==> config.mk <==
export PLATFORM = sky130hd
export DESIGN_NAME = otp_rd_seq
export DESIGN_NICKNAME = d
export VERILOG_FILES = /design/src/rtl/otp_rd_pkg.sv /design/src/rtl/otp_req_check.sv /design/src/rtl/otp_phase_timer.sv /design/src/rtl/otp_rd_seq.sv
export SDC_FILE = /design/constraint.sdc
export NUM_CORES = 1
export LEC_CHECK = 0
export CAP_MARGIN = 0
export CELL_PAD_IN_SITES_DETAIL_PLACEMENT = 1
export CELL_PAD_IN_SITES_GLOBAL_PLACEMENT = 1
export CORE_MARGIN = 10
export CORE_UTILIZATION = 36
export DETAILED_ROUTE_END_ITERATION = 6
export HOLD_SLACK_MARGIN = 0.12
export PLACE_DENSITY_LB_ADDON = 0.1
export SLEW_MARGIN = 40
export SYNTH_ARGS = -nofsm -noshare
export SYNTH_HDL_FRONTEND = slang
export SYNTH_SLANG_ARGS = --single-unit
==> constraint.sdc <==
create_clock -name clk -period 4.4 [get_ports clk]
set_input_delay 0.88 -clock clk [delete_from_list [all_inputs] [get_ports clk]]
set_output_delay 0.88 -clock clk [all_outputs]
set_load 0.005 [all_outputs]
==> src/rtl/otp_rd_pkg.sv <==
// Package: shared state encoding for the fuse read sequencer.
// Assumes: nothing beyond SystemVerilog 2017.
package otp_rd_pkg;

    typedef enum logic [3:0] {
        ST_IDLE,
        ST_PU_TRIM,
        ST_PU_EN,
        ST_ADDR,
        ST_HIGH,
        ST_LOW,
        ST_PRESENT,
        ST_SD_EN,
        ST_SD_TRIM,
        ST_SD_WAKE
    } seq_state_t;

endpackage

==> src/rtl/otp_req_check.sv <==
// Module: otp_req_check
// Decodes a byte offset/size request into start word and word count and
// flags alignment and range violations. Purely combinational.
// Assumes: BW = AW + 3 so any start and count up to 2*WORDS are representable.
module otp_req_check #(
    parameter int WORDS = 4096,
    parameter int AW    = $clog2(WORDS),
    parameter int BW    = AW + 3
) (
    input  logic [BW-1:0] offset,
    input  logic [BW-1:0] size,
    output logic          bad,
    output logic [AW-1:0] start_idx,
    output logic [AW:0]   word_cnt
);
    localparam logic [AW+1:0] TOTAL = (AW+2)'(WORDS);

    logic [AW:0]   idx_full;
    logic [AW+1:0] end_idx;

    // Split byte quantities into word quantities and test the bounds.
    always_comb begin
        idx_full  = offset[BW-1:2];
        word_cnt  = size[BW-1:2];
        start_idx = idx_full[AW-1:0];
        end_idx   = {1'b0, idx_full} + {1'b0, word_cnt};
        bad       = (|offset[1:0]) || (|size[1:0]) ||
                    ({1'b0, idx_full} >= TOTAL) || (end_idx > TOTAL);
    end

endmodule

==> src/rtl/otp_phase_timer.sv <==
// Module: otp_phase_timer
// Down-counter timing one clock phase of the macro. Loading N-1 makes
// `zero` rise after N cycles in the timed state.
// Assumes: load has priority; counter rests at zero.
module otp_phase_timer #(
    parameter int TW = 12
) (
    input  logic          clk,
    input  logic          rst_n,
    input  logic          load,
    input  logic [TW-1:0] load_val,
    output logic          zero
);
    logic [TW-1:0] cnt_q;

    // Load or count down towards zero.
    always_ff @(posedge clk) begin
        if (!rst_n)               cnt_q <= '0;
        else if (load)            cnt_q <= load_val;
        else if (cnt_q != '0)     cnt_q <= cnt_q - 1'b1;
    end

    // Expiry flag seen by the sequencer.
    always_comb zero = (cnt_q == '0);

endmodule

==> src/rtl/otp_rd_seq.sv <==
// Module: otp_rd_seq (top)
// Reads a run of fuse words: checks the request, powers the macro up
// (wake, trim, enable), clocks each word with timed high/low phases,
// streams words out over valid/ready and powers down in reverse order.
// Assumes: TCD_US*CLK_MHZ >= 1 and TKL_US*CLK_MHZ >= 1; all pins registered.
module otp_rd_seq
    import otp_rd_pkg::*;
#(
    parameter int WORDS   = 4096,
    parameter int DW      = 32,
    parameter int CLK_MHZ = 100,
    parameter int TCD_US  = 40,
    parameter int TKL_US  = 10,
    parameter int AW      = $clog2(WORDS),
    parameter int BW      = AW + 3
) (
    input  logic          clk,
    input  logic          rst_n,
    input  logic          req_valid,
    input  logic [BW-1:0] req_offset,
    input  logic [BW-1:0] req_size,
    output logic          busy,
    output logic          done,
    output logic          err,
    output logic          fz_wake,
    output logic          fz_trim,
    output logic          fz_en,
    output logic          fz_clk,
    output logic [AW-1:0] fz_addr,
    input  logic [DW-1:0] fz_dout,
    output logic          out_valid,
    input  logic          out_ready,
    output logic [DW-1:0] out_data
);
    localparam int HI_CYC = TCD_US * CLK_MHZ;
    localparam int LO_CYC = TKL_US * CLK_MHZ;
    localparam int MAXCYC = (HI_CYC > LO_CYC) ? HI_CYC : LO_CYC;
    localparam int TW     = $clog2(MAXCYC + 1);
    localparam logic [TW-1:0] HI_LOAD = TW'(HI_CYC - 1);
    localparam logic [TW-1:0] LO_LOAD = TW'(LO_CYC - 1);

    seq_state_t    state_q;
    logic          chk_bad;
    logic [AW-1:0] chk_idx;
    logic [AW:0]   chk_cnt;
    logic [AW-1:0] idx_q;
    logic [AW:0]   left_q;
    logic          tmr_load;
    logic [TW-1:0] tmr_val;
    logic          tmr_zero;

    otp_req_check #(.WORDS(WORDS), .AW(AW), .BW(BW)) u_check (
        .offset    (req_offset),
        .size      (req_size),
        .bad       (chk_bad),
        .start_idx (chk_idx),
        .word_cnt  (chk_cnt)
    );

    // Timer loads the high phase on entry and the low phase at its end.
    always_comb begin
        tmr_load = (state_q == ST_ADDR) || (state_q == ST_HIGH && tmr_zero);
        tmr_val  = (state_q == ST_ADDR) ? HI_LOAD : LO_LOAD;
    end

    otp_phase_timer #(.TW(TW)) u_timer (
        .clk      (clk),
        .rst_n    (rst_n),
        .load     (tmr_load),
        .load_val (tmr_val),
        .zero     (tmr_zero)
    );

    // Main sequencer: power-up, per-word clocking, hand-off, shutdown.
    always_ff @(posedge clk) begin
        if (!rst_n) begin
            state_q   <= ST_IDLE;
            busy      <= 1'b0;
            done      <= 1'b0;
            err       <= 1'b0;
            fz_wake   <= 1'b0;
            fz_trim   <= 1'b0;
            fz_en     <= 1'b0;
            fz_clk    <= 1'b0;
            fz_addr   <= '0;
            out_valid <= 1'b0;
            out_data  <= '0;
            idx_q     <= '0;
            left_q    <= '0;
        end else begin
            done <= 1'b0;
            err  <= 1'b0;
            unique case (state_q)
                ST_IDLE: begin
                    if (req_valid && chk_bad) begin
                        err <= 1'b1;
                    end else if (req_valid) begin
                        busy    <= 1'b1;
                        fz_wake <= 1'b1;
                        idx_q   <= chk_idx;
                        left_q  <= chk_cnt;
                        state_q <= ST_PU_TRIM;
                    end
                end
                ST_PU_TRIM: begin
                    fz_trim <= 1'b1;
                    state_q <= ST_PU_EN;
                end
                ST_PU_EN: begin
                    fz_en   <= 1'b1;
                    fz_addr <= idx_q;
                    state_q <= (left_q == '0) ? ST_SD_EN : ST_ADDR;
                end
                ST_ADDR: begin
                    fz_clk  <= 1'b1;
                    state_q <= ST_HIGH;
                end
                ST_HIGH: begin
                    if (tmr_zero) begin
                        fz_clk  <= 1'b0;
                        state_q <= ST_LOW;
                    end
                end
                ST_LOW: begin
                    if (tmr_zero) begin
                        out_data  <= fz_dout;
                        out_valid <= 1'b1;
                        state_q   <= ST_PRESENT;
                    end
                end
                ST_PRESENT: begin
                    if (out_ready) begin
                        out_valid <= 1'b0;
                        idx_q     <= idx_q + 1'b1;
                        left_q    <= left_q - 1'b1;
                        fz_addr   <= idx_q + 1'b1;
                        state_q   <= (left_q == (AW+1)'(1)) ? ST_SD_EN : ST_ADDR;
                    end
                end
                ST_SD_EN: begin
                    fz_en   <= 1'b0;
                    state_q <= ST_SD_TRIM;
                end
                ST_SD_TRIM: begin
                    fz_trim <= 1'b0;
                    state_q <= ST_SD_WAKE;
                end
                ST_SD_WAKE: begin
                    fz_wake <= 1'b0;
                    busy    <= 1'b0;
                    done    <= 1'b1;
                    state_q <= ST_IDLE;
                end
                default: state_q <= ST_IDLE;
            endcase
        end
    end

    AST_ERR_QUIET_PINS: assert property (@(posedge clk) disable iff (!rst_n)
        err |-> !fz_wake && !fz_trim && !fz_en && !busy);
    AST_EN_AFTER_TRIM: assert property (@(posedge clk) disable iff (!rst_n)
        $rose(fz_en) |-> fz_trim && fz_wake);
    AST_TRIM_AFTER_WAKE: assert property (@(posedge clk) disable iff (!rst_n)
        $rose(fz_trim) |-> fz_wake && !fz_en);
    AST_CLK_POWERED: assert property (@(posedge clk) disable iff (!rst_n)
        fz_clk |-> fz_wake && fz_trim && fz_en);
    AST_ADDR_STABLE: assert property (@(posedge clk) disable iff (!rst_n)
        (fz_clk && $past(fz_clk)) |-> $stable(fz_addr));
    AST_STALL_HOLD: assert property (@(posedge clk) disable iff (!rst_n)
        (out_valid && !out_ready) |=> out_valid && $stable(out_data) && !fz_clk);
    AST_TRIM_OFF_ORDER: assert property (@(posedge clk) disable iff (!rst_n)
        $fell(fz_trim) |-> !fz_en && fz_wake);
    AST_WAKE_OFF_ORDER: assert property (@(posedge clk) disable iff (!rst_n)
        $fell(fz_wake) |-> !fz_trim && !fz_en);
    AST_DONE_IDLE: assert property (@(posedge clk) disable iff (!rst_n)
        done |-> !busy && !fz_wake);

endmodule

* After elaboration in Yosys (flattened, before gate mapping) *
Index checks and enable logic that the tools add are counted.

word-level totals
  bits in registers = 92
  bits in latches = 0
  memory bits (writable) = 0
  memory bits (read-only) = 0
  input port bits = 66
  output and inout bits = 52
  logic and storage cells = 94
  memories kept = 0

cells by class
  add/subtract/negate cells = 4
  multipliers = 0
  divide/modulo/power cells = 0
  $lt $le $gt $ge = 2
  eq/ne operators = 15
  shift operators = 0
  multiplexer cells = 32
  bitwise operators = 0
  reduce and logical (&&, ||, !) cells = 28

operator list
  kind                                                              number
  2-to-1 mux 12 bit                                                 6
  one-hot mux 12 bit (2 select lines)                               2
  2-to-1 mux 13 bit                                                 3
  one-hot mux 4 bit (9 select lines)                                1
  one-hot mux 13 bit (2 select lines)                               1
  2-to-1 mux 4 bit                                                  5
  equality test 4 x 3 -> 1 bit (second input constant)              4
  nonzero test 2 bit                                                8
  adder 13 x 13 -> 14 bit                                           1
  greater-than comparator 14 x 13 -> 1 bit (second input constant)  1
  equality test 13 x 1 -> 1 bit (second input constant)             1
  >= comparator 13 bit (second input constant)                      1
  logical NOT 13 bit                                                1
  subtractor 13 x 1 -> 13 bit (second input constant)               1
  adder 12 x 1 -> 12 bit (second input constant)                    1
  logical NOT 12 bit                                                1
  nonzero test 12 bit                                               1
  subtractor 12 x 1 -> 12 bit (second input constant)               1
  != test 2 bit (second input constant)                             5
  one-hot mux 1 bit (2 select lines)                                5
  equality test 4 x 2 -> 1 bit (second input constant)              2
  equality test 4 bit (second input constant)                       2
  AND reduction 2 bit                                               4
  2-to-1 mux 1 bit                                                  7
  other kinds (9)                                                   16

* Logic depth before layout (Yosys ltp) *
Gate-level depths: netlist (run 1).

  depth after elaboration = 7
  depth in mapped cells = 13
  mapped depth without buffers = 12

* Modules after synthesis *
A second synthesis (run 1) with hierarchy kept.

second synthesis, totals
  cell total of the unflattened synthesis = 688
  area, all modules = 5406.4 µm²

by module, submodules not included
  module           instances  cells an instance  area each (µm²)  sequential area each (µm²)
  otp_rd_seq       1          492                3888.7           1601.5
  otp_req_check    1          106                814.5            0.0
  otp_phase_timer  1          90                 703.2            240.2

* Least setup slack after synthesis (run 1) *
Ideal clock, no wire load.

  kind = input -> register
  from = in req_offset[2]
  to = reg idx_q[7]
  data arrival time = 3.250 ns
  setup slack = 1.024 ns
  stages on the path = 13
  path buffers = 1
  cell sequence = ha_1 inv_1 fa_1 nor2b_4 o2111a_2 or3_4 o311a_1 nand4_1 nor3_2 o211a_4 o21ai_4 buf_6 o22ai_1

on the way
  longest elaborated chain between the ends = 6

RTL lines
  element                                                                       line                                      RTL
  start: declaration                                                            otp_rd_seq.sv:20                          input logic [BW-1:0] req_offset,
  adder 13 x 13 -> 14 bit or >= comparator 13 bit (tied branches)               otp_req_check.sv:26, otp_req_check.sv:28
  greater-than comparator 14 x 13 -> 1 bit or logical OR 1 bit (tied branches)  otp_req_check.sv:28, otp_req_check.sv:27
  logical OR 1 bit (*)                                                          otp_req_check.sv:28                       ({1'b0, idx_full} >= TOTAL) || (end_idx > TOTAL);
  logical AND 1 bit (*)                                                         otp_rd_seq.sv:95                          if (req_valid && chk_bad) begin
  != test 2 bit (no source line) (*)                                            n/a
  AND reduction 4 bit (no source line) (*)                                      n/a
  end signal: assignment                                                        otp_rd_seq.sv:100                         idx_q <= chk_idx;
  end signal: assignment                                                        otp_rd_seq.sv:134                         idx_q <= idx_q + 1'b1;
  end: declaration                                                              otp_rd_seq.sv:46                          logic [AW-1:0] idx_q;

Mark *: on every way between the ends. The rest lies on a longest branch, timed or not.
A chain may end at the register's enable or synchronous reset.

* Final worst setup path (run 1) *
  from = in req_offset[2]
  to = reg idx_q[11]

Same word-level chain as after synthesis.

==> results of run 1 <==
-- worst reg2reg max path, delay by kind of cell (launching register included) --
family | cells | cell delay [ns]
buf+inv | 1 | 0.37
simple gates | 3 | 1.12
flops | 1 | 0.59
compound gates | 2 | 0.21
-- registers in the layout (all words and copies together) (netlist names), 4 cells and up --
name and count:
state_q 4, idx_q 12, fz_addr 12, u_timer.cnt_q 12, left_q 13, out_data 32
-- synth_stat cells, drive strengths merged, types with 7 or more instances --
master	count	area share [%]
inv	13	0.96
ha	18	4.4
o22ai	16	2.0
a211oi	12	1.9
o21ai	26	2.8
nand3	16	1.6
nand2	118	8.7
a31oi	8	0.98
nor2b	9	1.3
clkbuf	36	2.7
a21oi	93	9.1
xnor2	9	1.5
dfxtp	92	36
nor2	64	4.7
nor4	8	0.98
nor3	36	3.6
xor2	8	1.4
o32ai	7	1.2
-- kinds of logic after synthesis --
logic type,synth area share (%)
simple gates,26.42
compound gates,25.10
flops,36.15
buf+inv,4.396
fa+ha+maj,4.813
xor+xnor,2.923
mux,0.1965
-- stage by stage --
stage,util (%),instances
3_5_place_dp,46.08,945
3_3_place_gp,46.06,945
2_1_floorplan,-,681
5_1_grt,48.12,961
6_report,48.12,961
4_1_cts,48.08,961
-- worst max-delay path by stage --
| stage | start | end | depth (start not counted) |
|---|---|---|---|
| after floorplan | req_offset[2] | idx_q[7] | 13 |
| after global placement | req_offset[2] | left_q[8] | 14 |
| after detailed placement | req_size[2] | idx_q[11] | 14 |
| after CTS | req_size[2] | idx_q[11] | 14 |
| after global routing | req_offset[2] | left_q[11] | 14 |
| final | req_offset[2] | idx_q[11] | 14 |
-- layer usage --
metal	vias to the layer above	share of wire [%]	GRT usage, %
li1	2639	-	-
met1	2589	45	21.81
met2	126	48	29.13
met3	24	4.2	3.425
met4	0	2.7	7.249
met5	-	0	0
-- cell type report --
type | instances | area (µm²)
inverter | 13 | 51.30
timing repair buffer | 126 | 1239
clock buffer | 11 | 242.7
multi-input combinational | 534 | 3044
clock inverter | 5 | 35.03
tap | 180 | 225.2
fill | 1706 | 7202
sequential | 92 | 1842
-- power breakdown --
group          switching (W)  internal, W
Sequential         0.0000523     0.000884
Combinational       0.000318     0.000251
Clock               0.000338     0.000400
==> flow_metrics.tcl, run 1 <==
set metrics [dict create \
    synth.avg_cell_area_um2 7.481 \
    cts_max_path_buffers 2 \
    min_period_over_period_pct 90.10 \
    whs_ns 0.4516 \
    rrSetupSlack_ns 2.03 \
    ctsResizeCount 0 \
    grt_max_degree 64 \
    final_common_cell "clkdlybuf4s50_1" \
    worst_pin_slew_ns 0.7436 \
    grt_pass1_vias 5531 \
    std_cell_rows 43 \
    r2r-end "left_q[11]" \
    cpMaxStageDelayCell "clkdlybuf4s50_1" \
    dp_slack_ns 0.05411 \
    ys_seq_area_share_pct 36.15 \
    r2r_cells 6 \
    fin_crit_ns 3.964 \
    cts_hold_buf 0 \
    mostFrequentLayoutCells "clkdlybuf4s50_1 (117), nand2_1 (116), a21oi_1 (93)" \
    initial_utilization_pct 36.70 \
    synth_flop_cell "dfxtp_1" \
    route.final.wire_length_um 17600 \
    finalInstanceArea_mm2 0.006679 \
    cp_max_fo 19 \
    drt_iter0_markers 309 \
    fmax_ghz 0.2522 \
    cp.required_ns 4.61 \
    power_density_mw_per_mm2 335.9 \
    diodes 0 \
    crit_arrival_ns 4.17 \
    ir_worst_vdd_uv 157.7 \
    startpoint_type "input port" \
    min_path_cells 2 \
    grt.overflow.total 0 \
    relSlewSlack_pct 50.04 \
    hold_class "reg2reg" \
    hold_start "out_data[3]" \
    cellLeakagePower_nw 2.370 \
    wire_per_inst_um 18.31 \
    synth_cell_type_count 65 \
    placed_area_mm2 0.006396 \
    cts_buffers 9 \
    cts_setup_buffers 0 \
    dr.pass1.iters 4 \
    clkSinkCount 92 \
    worstSetupEndpointType "flop" \
    dieHeight_um 139.0 \
    rsz0062_at_grt "no" \
    die_area_mm2 0.01931 \
    path_cells "clkdlybuf4s50_1 -> ha_1 -> inv_1 -> fa_1 -> xnor2_1 -> a2111oi_0 -> o311ai_0 -> a211oi_1 -> nand4_1 -> nor3_2 -> o211ai_1 -> buf_4 -> a22oi_1 -> o32ai_1" \
    cpPeakStageDelay_ns 0.51 \
    drc 0 \
    routed-via-count 5378 \
    synth_cells 681 \
    netlist_area_mm2 0.005095 \
    synth-seq-cells 92 \
    tritoncts "done" \
    cp_num_buf_inv 3 \
    antenna_found_initial 0 \
    ys_async_sr_fraction_pct 0 \
    grtUsageTotal_pct 17.61 \
    ant_nets 0 \
    numPortBuffers 117 \
    layout-drive-gt1-share_pct 5.122 \
    root_buffer "clkbuf_16" \
    grt_first_pass_wirelength_um 28810 \
    synth_fp_nets 766 \
    min_to "out_data[3]" \
    crit_type "in2reg" \
    htree_levels 3 \
    place.detailed.hpwl_um 13160 \
    critical_path.top_delay_family "compound AO/OA/AOI/OAI gates" \
    status "finished, final reports clean" \
    core_mm2 0.01388 \
    worst_slack_ns 0.4355 \
    io_pins 118 \
    viasPerCell 5.596 \
    power.total_w 0.002243 \
    slew_viol_final 0 \
    reg2reg_from "state_q[2]" \
    clk_latency_ns 0.35 \
    setup_viol 0 \
    fin_nets 861 \
    fin_skew_ns 0.01006 \
    clk_pin_slew_worst_paths_ns 0.07 \
    hold_violations 0 \
    fp.dieW_um 139.0 \
    fin_tns_setup_ns 0 \
    yosysWarnings 0 \
    gp_congestion 0.8478 \
    synth_edf_count 0 \
    maxCapViolations 0 \
    area_growth_pct 31.09 \
]
Note: power is estimated with default switching activity, not from simulation.
==> run 2, diff against run 1 <==
--- a/config.mk
+++ b/config.mk
@@ -11,9 +11,8 @@
 export CORE_MARGIN = 10
 export CORE_UTILIZATION = 36
 export DETAILED_ROUTE_END_ITERATION = 6
-export HOLD_SLACK_MARGIN = 0.12
+export HOLD_SLACK_MARGIN = 0.06
 export PLACE_DENSITY_LB_ADDON = 0.1
-export SLEW_MARGIN = 40
 export SYNTH_ARGS = -nofsm -noshare
 export SYNTH_HDL_FRONTEND = slang
 export SYNTH_SLANG_ARGS = --single-unit
==> run 2 against run 1 <==
  * Non-clock buffer count unchanged
  * Sequential power about the same
  * Sequential share of layout area decreased by 0.10 points
  * Clock-buffer cell count unchanged
  * Global-route usage decreased by 0.096 points
  * Design area increased by 0.37%
  * Critical path depth unchanged
  * Via count increased by 0.20%
  * Critical path type unchanged
  * Largest cell class unchanged
==> flow_metrics.tcl, run 2 (synthesis gave the netlist of run 1 again) <==
set metrics [dict create \
    fin_tns_setup_ns 0 \
    stdcell_count 961 \
    fp.dieW_um 139.0 \
    seq_area_mm2 0.001842 \
    relSlewSlack_pct 25.14 \
    setup_viol 0 \
    drt_iter0_markers 308 \
    hold_class "reg2reg" \
    drc 0 \
    route.final.wire_length_um 17470 \
    cellLeakagePower_nw 2.388 \
    largest_register_ffs 32 \
    clkSinkCount 92 \
    crit_arrival_ns 4.20 \
    std_cell_rows 43 \
    numPortBuffers 117 \
    multi_input_area_mm2 0.003039 \
    cp_max_fo 19 \
    comb_power_share_pct 24.6 \
    top_layer "met4" \
    worst_pin_slew_ns 1.121 \
    root_buffer "clkbuf_16" \
    dieHeight_um 139.0 \
    gp_congestion 0.8478 \
    cp.required_ns 4.58 \
    slew_viol_final 0 \
    rsz0062_at_grt "no" \
    grt_first_pass_wirelength_um 28690 \
    fin_nets 861 \
    critical_path.top_delay_family "compound AO/OA/AOI/OAI gates" \
    switching_share_pct 30.22 \
    worst_slack_ns 0.3883 \
    dr.pass1.iters 5 \
    nFillCells 1710 \
    grt_pass1_vias 5539 \
    cpPeakStageDelay_ns 0.50 \
    cpMaxStageDelayCell "clkdlybuf4s50_1" \
    fin_skew_ns 0.01020 \
    initial_utilization_pct 36.70 \
    dp_slack_ns 0.04120 \
    fin_crit_ns 4.012 \
    ctsResizeCount 0 \
    viasPerCell 5.608 \
    fmax_ghz 0.2493 \
    core_mm2 0.01388 \
    worstSetupEndpointType "flop" \
    ant_nets 0 \
    dp_cells 945 \
    power.share.clock_pct 34.8 \
    path_cells "clkdlybuf4s50_1 -> ha_1 -> inv_1 -> fa_1 -> xnor2_1 -> a2111oi_0 -> o311ai_0 -> a211oi_1 -> nand4_1 -> nor3_2 -> o211ai_1 -> buf_4 -> a22oi_1 -> o32ai_1" \
    antenna_found_initial 0 \
    diodes 0 \
    crit_type "in2reg" \
    cts_max_path_buffers 2 \
    area_growth_pct 31.58 \
    place.detailed.hpwl_um 13140 \
    io_pins 118 \
    maxCapViolations 0 \
    status "finished, final reports clean" \
    met2WireLength_um 8260 \
    tritoncts "done" \
    cts_buffers 9 \
    largest-register "out_data" \
    reg_top3 "out_data x32, left_q x13" \
    min_period_over_period_pct 91.18 \
    hold_violations 0 \
    htree_levels 3 \
    grtUsageTotal_pct 17.51 \
    final_common_cell "nand2_1" \
    grt_max_degree 64 \
    die_area_mm2 0.01931 \
    cp_num_buf_inv 3 \
    p_sw_w 0.0006961 \
    clk_pin_slew_worst_paths_ns 0.07 \
    power_density_mw_per_mm2 343.6 \
    wire_per_inst_um 18.18 \
    grt.overflow.total 0 \
    cts_hold_buf 0 \
    wl_met1_um 8173 \
    cts_setup_buffers 0 \
    met3WireLength_um 620 \
    ir_worst_vdd_uv 214.0 \
    p_int_w 0.001607 \
    clk_latency_ns 0.35 \
    mostFrequentLayoutCells "nand2_1 (118), clkdlybuf4s50_1 (117), a21oi_1 (93)" \
    routed-via-count 5389 \
    layout-drive-gt1-share_pct 4.994 \
    seqPwrFrac_pct 40.6 \
    startpoint_type "input port" \
]
run 2: worst min-delay path: cells and delay by family, from the launching register on:
| family | cells | cell delay (ns) |
|---|---|---|
| AND/OR/NAND/NOR | 1 | 0.05 |
| AO/OA/AOI/OAI | 1 | 0.05 |
| flip-flops | 1 | 0.31 |
run 2: final timing paths:
path	slack, ns	cells past startpoint	from	end
worst max-delay path	0.39	14	req_size[2]	idx_q[11]
worst min-delay path	0.45	2	out_data[14]	out_data[14]
worst max register to register	1.79	6	state_q[2]	left_q[11]
worst min register to register	0.45	2	out_data[14]	out_data[14]
run 2: layout make-up:
cell class	instances	share of cell area [%]
Tap cell	180	3.359
Clock buffer	11	3.770
Timing Repair Buffer	126	18.48
Clock inverter	5	0.8585
Sequential cell	92	27.47
Inverter	13	0.7279
Multi-Input combinational cell	534	45.33
run 2: power by group through the flow:
stage	combinational [W]	sequential, W	clock [W]
after floorplan	0.000385	0.000938	0
after global placement	0.000540	0.000948	0
after detailed placement	0.000564	0.000951	0
after CTS	0.000569	0.000934	0.000822
after global routing	0.000636	0.000942	0.000852
final	0.000566	0.000935	0.000803
run 2: through the flow:
stage | util, % | hold WS (ns) | power [W] | area [µm²]
2_1_floorplan | - | 0.4300 | 0.001323 | 5095
3_3_place_gp | 46.06 | 0.4380 | 0.001488 | 6394
3_5_place_dp | 46.06 | 0.4454 | 0.001515 | 6394
4_1_cts | 48.30 | 0.4543 | 0.002325 | 6704
5_1_grt | 48.30 | 0.4762 | 0.002430 | 6704
6_report | 48.30 | 0.4533 | 0.002304 | 6704
run 2: per-layer routing:
metal | GRT usage, % | vias to the layer above
met1 | 21.73 | 2602
met3 | 3.253 | 21
met5 | 0 | -
li1 | - | 2639
met4 | 6.755 | 0
met2 | 29.23 | 127
==> run 3, diff against run 2 <==
--- a/config.mk
+++ b/config.mk
@@ -5,11 +5,12 @@
 export SDC_FILE = /design/constraint.sdc
 export NUM_CORES = 1
 export LEC_CHECK = 0
-export CAP_MARGIN = 0
+export ABC_AREA = 1
+export CAP_MARGIN = 40
 export CELL_PAD_IN_SITES_DETAIL_PLACEMENT = 1
 export CELL_PAD_IN_SITES_GLOBAL_PLACEMENT = 1
 export CORE_MARGIN = 10
-export CORE_UTILIZATION = 36
+export CORE_UTILIZATION = 35
 export DETAILED_ROUTE_END_ITERATION = 6
 export HOLD_SLACK_MARGIN = 0.06
 export PLACE_DENSITY_LB_ADDON = 0.1
==> run 3 against run 2 <==
  * Setup slack improved by 0.28 ns
  * Global-route usage fell by 0.38 points
  * Sequential share of layout area fell by 1.0 points
  * Highest routed layer is now met5
  * Core utilization fell by 0.94 points
  * Clock-buffer cell count fell by 1
  * Combinational power rose by 74%
  * Critical endpoint is now idx_q[2]
  * Final cell count rose by 16%
  * Largest cell class unchanged
  * Largest power group unchanged
  * Register-to-register slack got worse by 0.03 ns
==> flow_metrics.tcl, run 3 <==
set metrics [dict create \
    cts_setup_buffers 0 \
    cp.required_ns 4.65 \
    tritoncts "done" \
    cts_hold_buf 0 \
    cpPeakStageDelay_ns 0.49 \
    netlist_area_mm2 0.005306 \
    setup_viol 0 \
    io_pins 118 \
    relSlewSlack_pct 48.19 \
    rrSetupSlack_ns 1.76 \
    worstSetupEndpointType "flop" \
    clk_latency_ns 0.35 \
    route.final.wire_length_um 17640 \
    fin_nets 1009 \
    reg_top3 "out_data x32, left_q x13" \
    fin_skew_ns 0.005018 \
    grtUsageTotal_pct 17.13 \
    grt_pass1_vias 5849 \
    ir_worst_vdd_uv 223.6 \
    synth_edf_count 0 \
    numPortBuffers 117 \
    synth_cell_type_count 37 \
    ctsResizeCount 0 \
    layout-drive-gt1-share_pct 6.142 \
    std_cell_rows 44 \
    power_density_mw_per_mm2 416.1 \
    fin_crit_ns 3.736 \
    core_mm2 0.01470 \
    mostFrequentLayoutCells "nand2_1 (182), inv_1 (133), clkdlybuf4s50_1 (117)" \
    synth_fp_nets 906 \
    power.total_w 0.002897 \
    place.detailed.hpwl_um 13830 \
    synth-seq-cells 92 \
    slew_viol_final 0 \
    grt_first_pass_wirelength_um 28710 \
    synth.area.top_cells "dfxtp_1 (35%), nand2_1 (13%), inv_1 (9.4%)" \
    dr.pass1.iters 4 \
    gp_congestion 0.8781 \
    largest_register_ffs 32 \
    grt_max_degree 46 \
    ys_async_sr_fraction_pct 0 \
    hold_class "reg2reg" \
    antenna_found_initial 1 \
    startpoint_type "input port" \
    status "finished, final reports clean" \
    routed-via-count 5586 \
    fin_tns_setup_ns 0 \
    rsz0062_at_grt "no" \
    crit_top_cell "nand2_1" \
    synth_cells 821 \
    fp.dieW_um 143.1 \
    root_buffer "clkbuf_16" \
    crit_type "in2reg" \
    whs_ns 0.4473 \
    viasPerCell 5.023 \
    area_growth_pct 31.20 \
    htree_levels 3 \
    dieHeight_um 143.1 \
    final_common_cell "nand2_1" \
    dp_cells 1097 \
    path_cells "clkdlybuf4s50_1 -> ha_1 -> inv_1 -> fa_1 -> inv_1 -> nand2_1 -> nand2_1 -> nand2_2 -> xor2_1 -> nand2_1 -> nor2_1 -> nand2_1 -> nor2_1 -> nand3_1 -> nand2_2 -> nand4_4 -> nand2_2 -> buf_12 -> nand2_1 -> nand2_1 -> nor2_2" \
    clkSinkCount 92 \
    cp_max_fo 28 \
    grt.overflow.total 0 \
    die_area_mm2 0.02049 \
    post-route-util_pct 47.36 \
    yosysTopAreaCell "dfxtp_1" \
    diodes 0 \
    cellLeakagePower_nw 3.069 \
    stdcell_count 1112 \
    initial_utilization_pct 36.10 \
    yosysWarnings 0 \
    yosysMostFrequentCell "nand2_1" \
    largest-register "out_data" \
    maxCapViolations 0 \
    drc 0 \
    wire_per_inst_um 15.87 \
    hold_violations 0 \
    fmax_ghz 0.2677 \
    cpMaxStageDelayCell "clkdlybuf4s50_1" \
    ant_nets 0 \
    crit_arrival_ns 3.98 \
    synth.avg_cell_area_um2 6.463 \
    synth_flop_cell "dfxtp_1" \
    synth_top_area_share_pct 34.71 \
    drt_iter0_markers 182 \
    cts_buffers 9 \
    ys_top_cells_by_count "nand2_1 (183), inv_1 (133), nor2_1 (116)" \
    min_period_over_period_pct 84.91 \
    clk_pin_slew_worst_paths_ns 0.06 \
    ys_seq_area_share_pct 34.71 \
    cts_max_path_buffers 2 \
    worst_pin_slew_ns 0.7764 \
]
run 3: cell types whose count changed in the layout (fill, tap and decap cells not counted), sizes merged, moves of 25 or more:
cell	before	now
nor3	36	11
nand3	16	49
nor2	64	136
inv	14	135
nand2	118	186
a21oi	93	59
run 3: logic make-up after synthesis:
kind of cell / Yosys count / synth area share, %
simple gates: 394 / 31.38
buf+inv: 166 / 12.52
compound gates: 146 / 16.10
flops: 92 / 34.71
fa+ha+maj: 19 / 4.622
xor+xnor: 4 / 0.6603
run 3: per-stage QoR:
step	instance area (µm²)	setup slack (ns)
4_1_cts	6962	0.6455
3_3_place_gp	6603	0.4800
6_report	6962	0.6642
2_1_floorplan	5306	1.447
5_1_grt	6962	0.3250
3_5_place_dp	6623	0.2911
run 3: worst paths after layout:
check	from	to	cells past startpoint
setup reg to reg	state_q[2]	fz_addr[8]	10
hold reg to reg	out_data[30]	out_data[30]	2
hold / removal	out_data[30]	out_data[30]	2
setup / recovery	req_offset[2]	idx_q[2]	21
run 3: cell type report:
| type | count | area [µm²] |
|---|---|---|
| clock buffer | 10 | 239.0 |
| timing repair buffer | 123 | 1241 |
| tap | 184 | 230.2 |
| multi-input combinational | 563 | 2803 |
| clock inverter | 5 | 100.1 |
| inverter | 135 | 506.7 |
| fill | 1914 | 7737 |
| sequential | 92 | 1842 |
run 3: report_power, final:
| group | internal, W | leakage, nW | switching [W] | total, W |
|---|---|---|---|---|
| combinational | 0.000390 | 2.16 | 0.000594 | 0.000984 |
| clock | 0.000566 | 0.168 | 0.000325 | 0.000891 |
| sequential | 0.000944 | 0.746 | 0.0000783 | 0.00102 |
| total | 0.00190 | 3.07 | 0.000998 | 0.00290 |
run 3: worst max-delay path, delay by kind of cell:
| family | cells | cell delay, ns |
|---|---|---|
| buffers and inverters | 4 | 0.87 |
| adder cells (fa/ha/maj) | 2 | 0.61 |
| XOR/XNOR | 1 | 0.13 |
| AND/OR/NAND/NOR | 14 | 1.49 |
run 3: layer usage:
layer / track usage [%] / share of wire (%) / vias up
met4: 6.135 / 2.3 / 2
met1: 20.24 / 46 / 2617
li1: - / - / 2826
met2: 29.27 / 47 / 113
met3: 4.411 / 4.8 / 28
met5: 0 / 0.074 / -
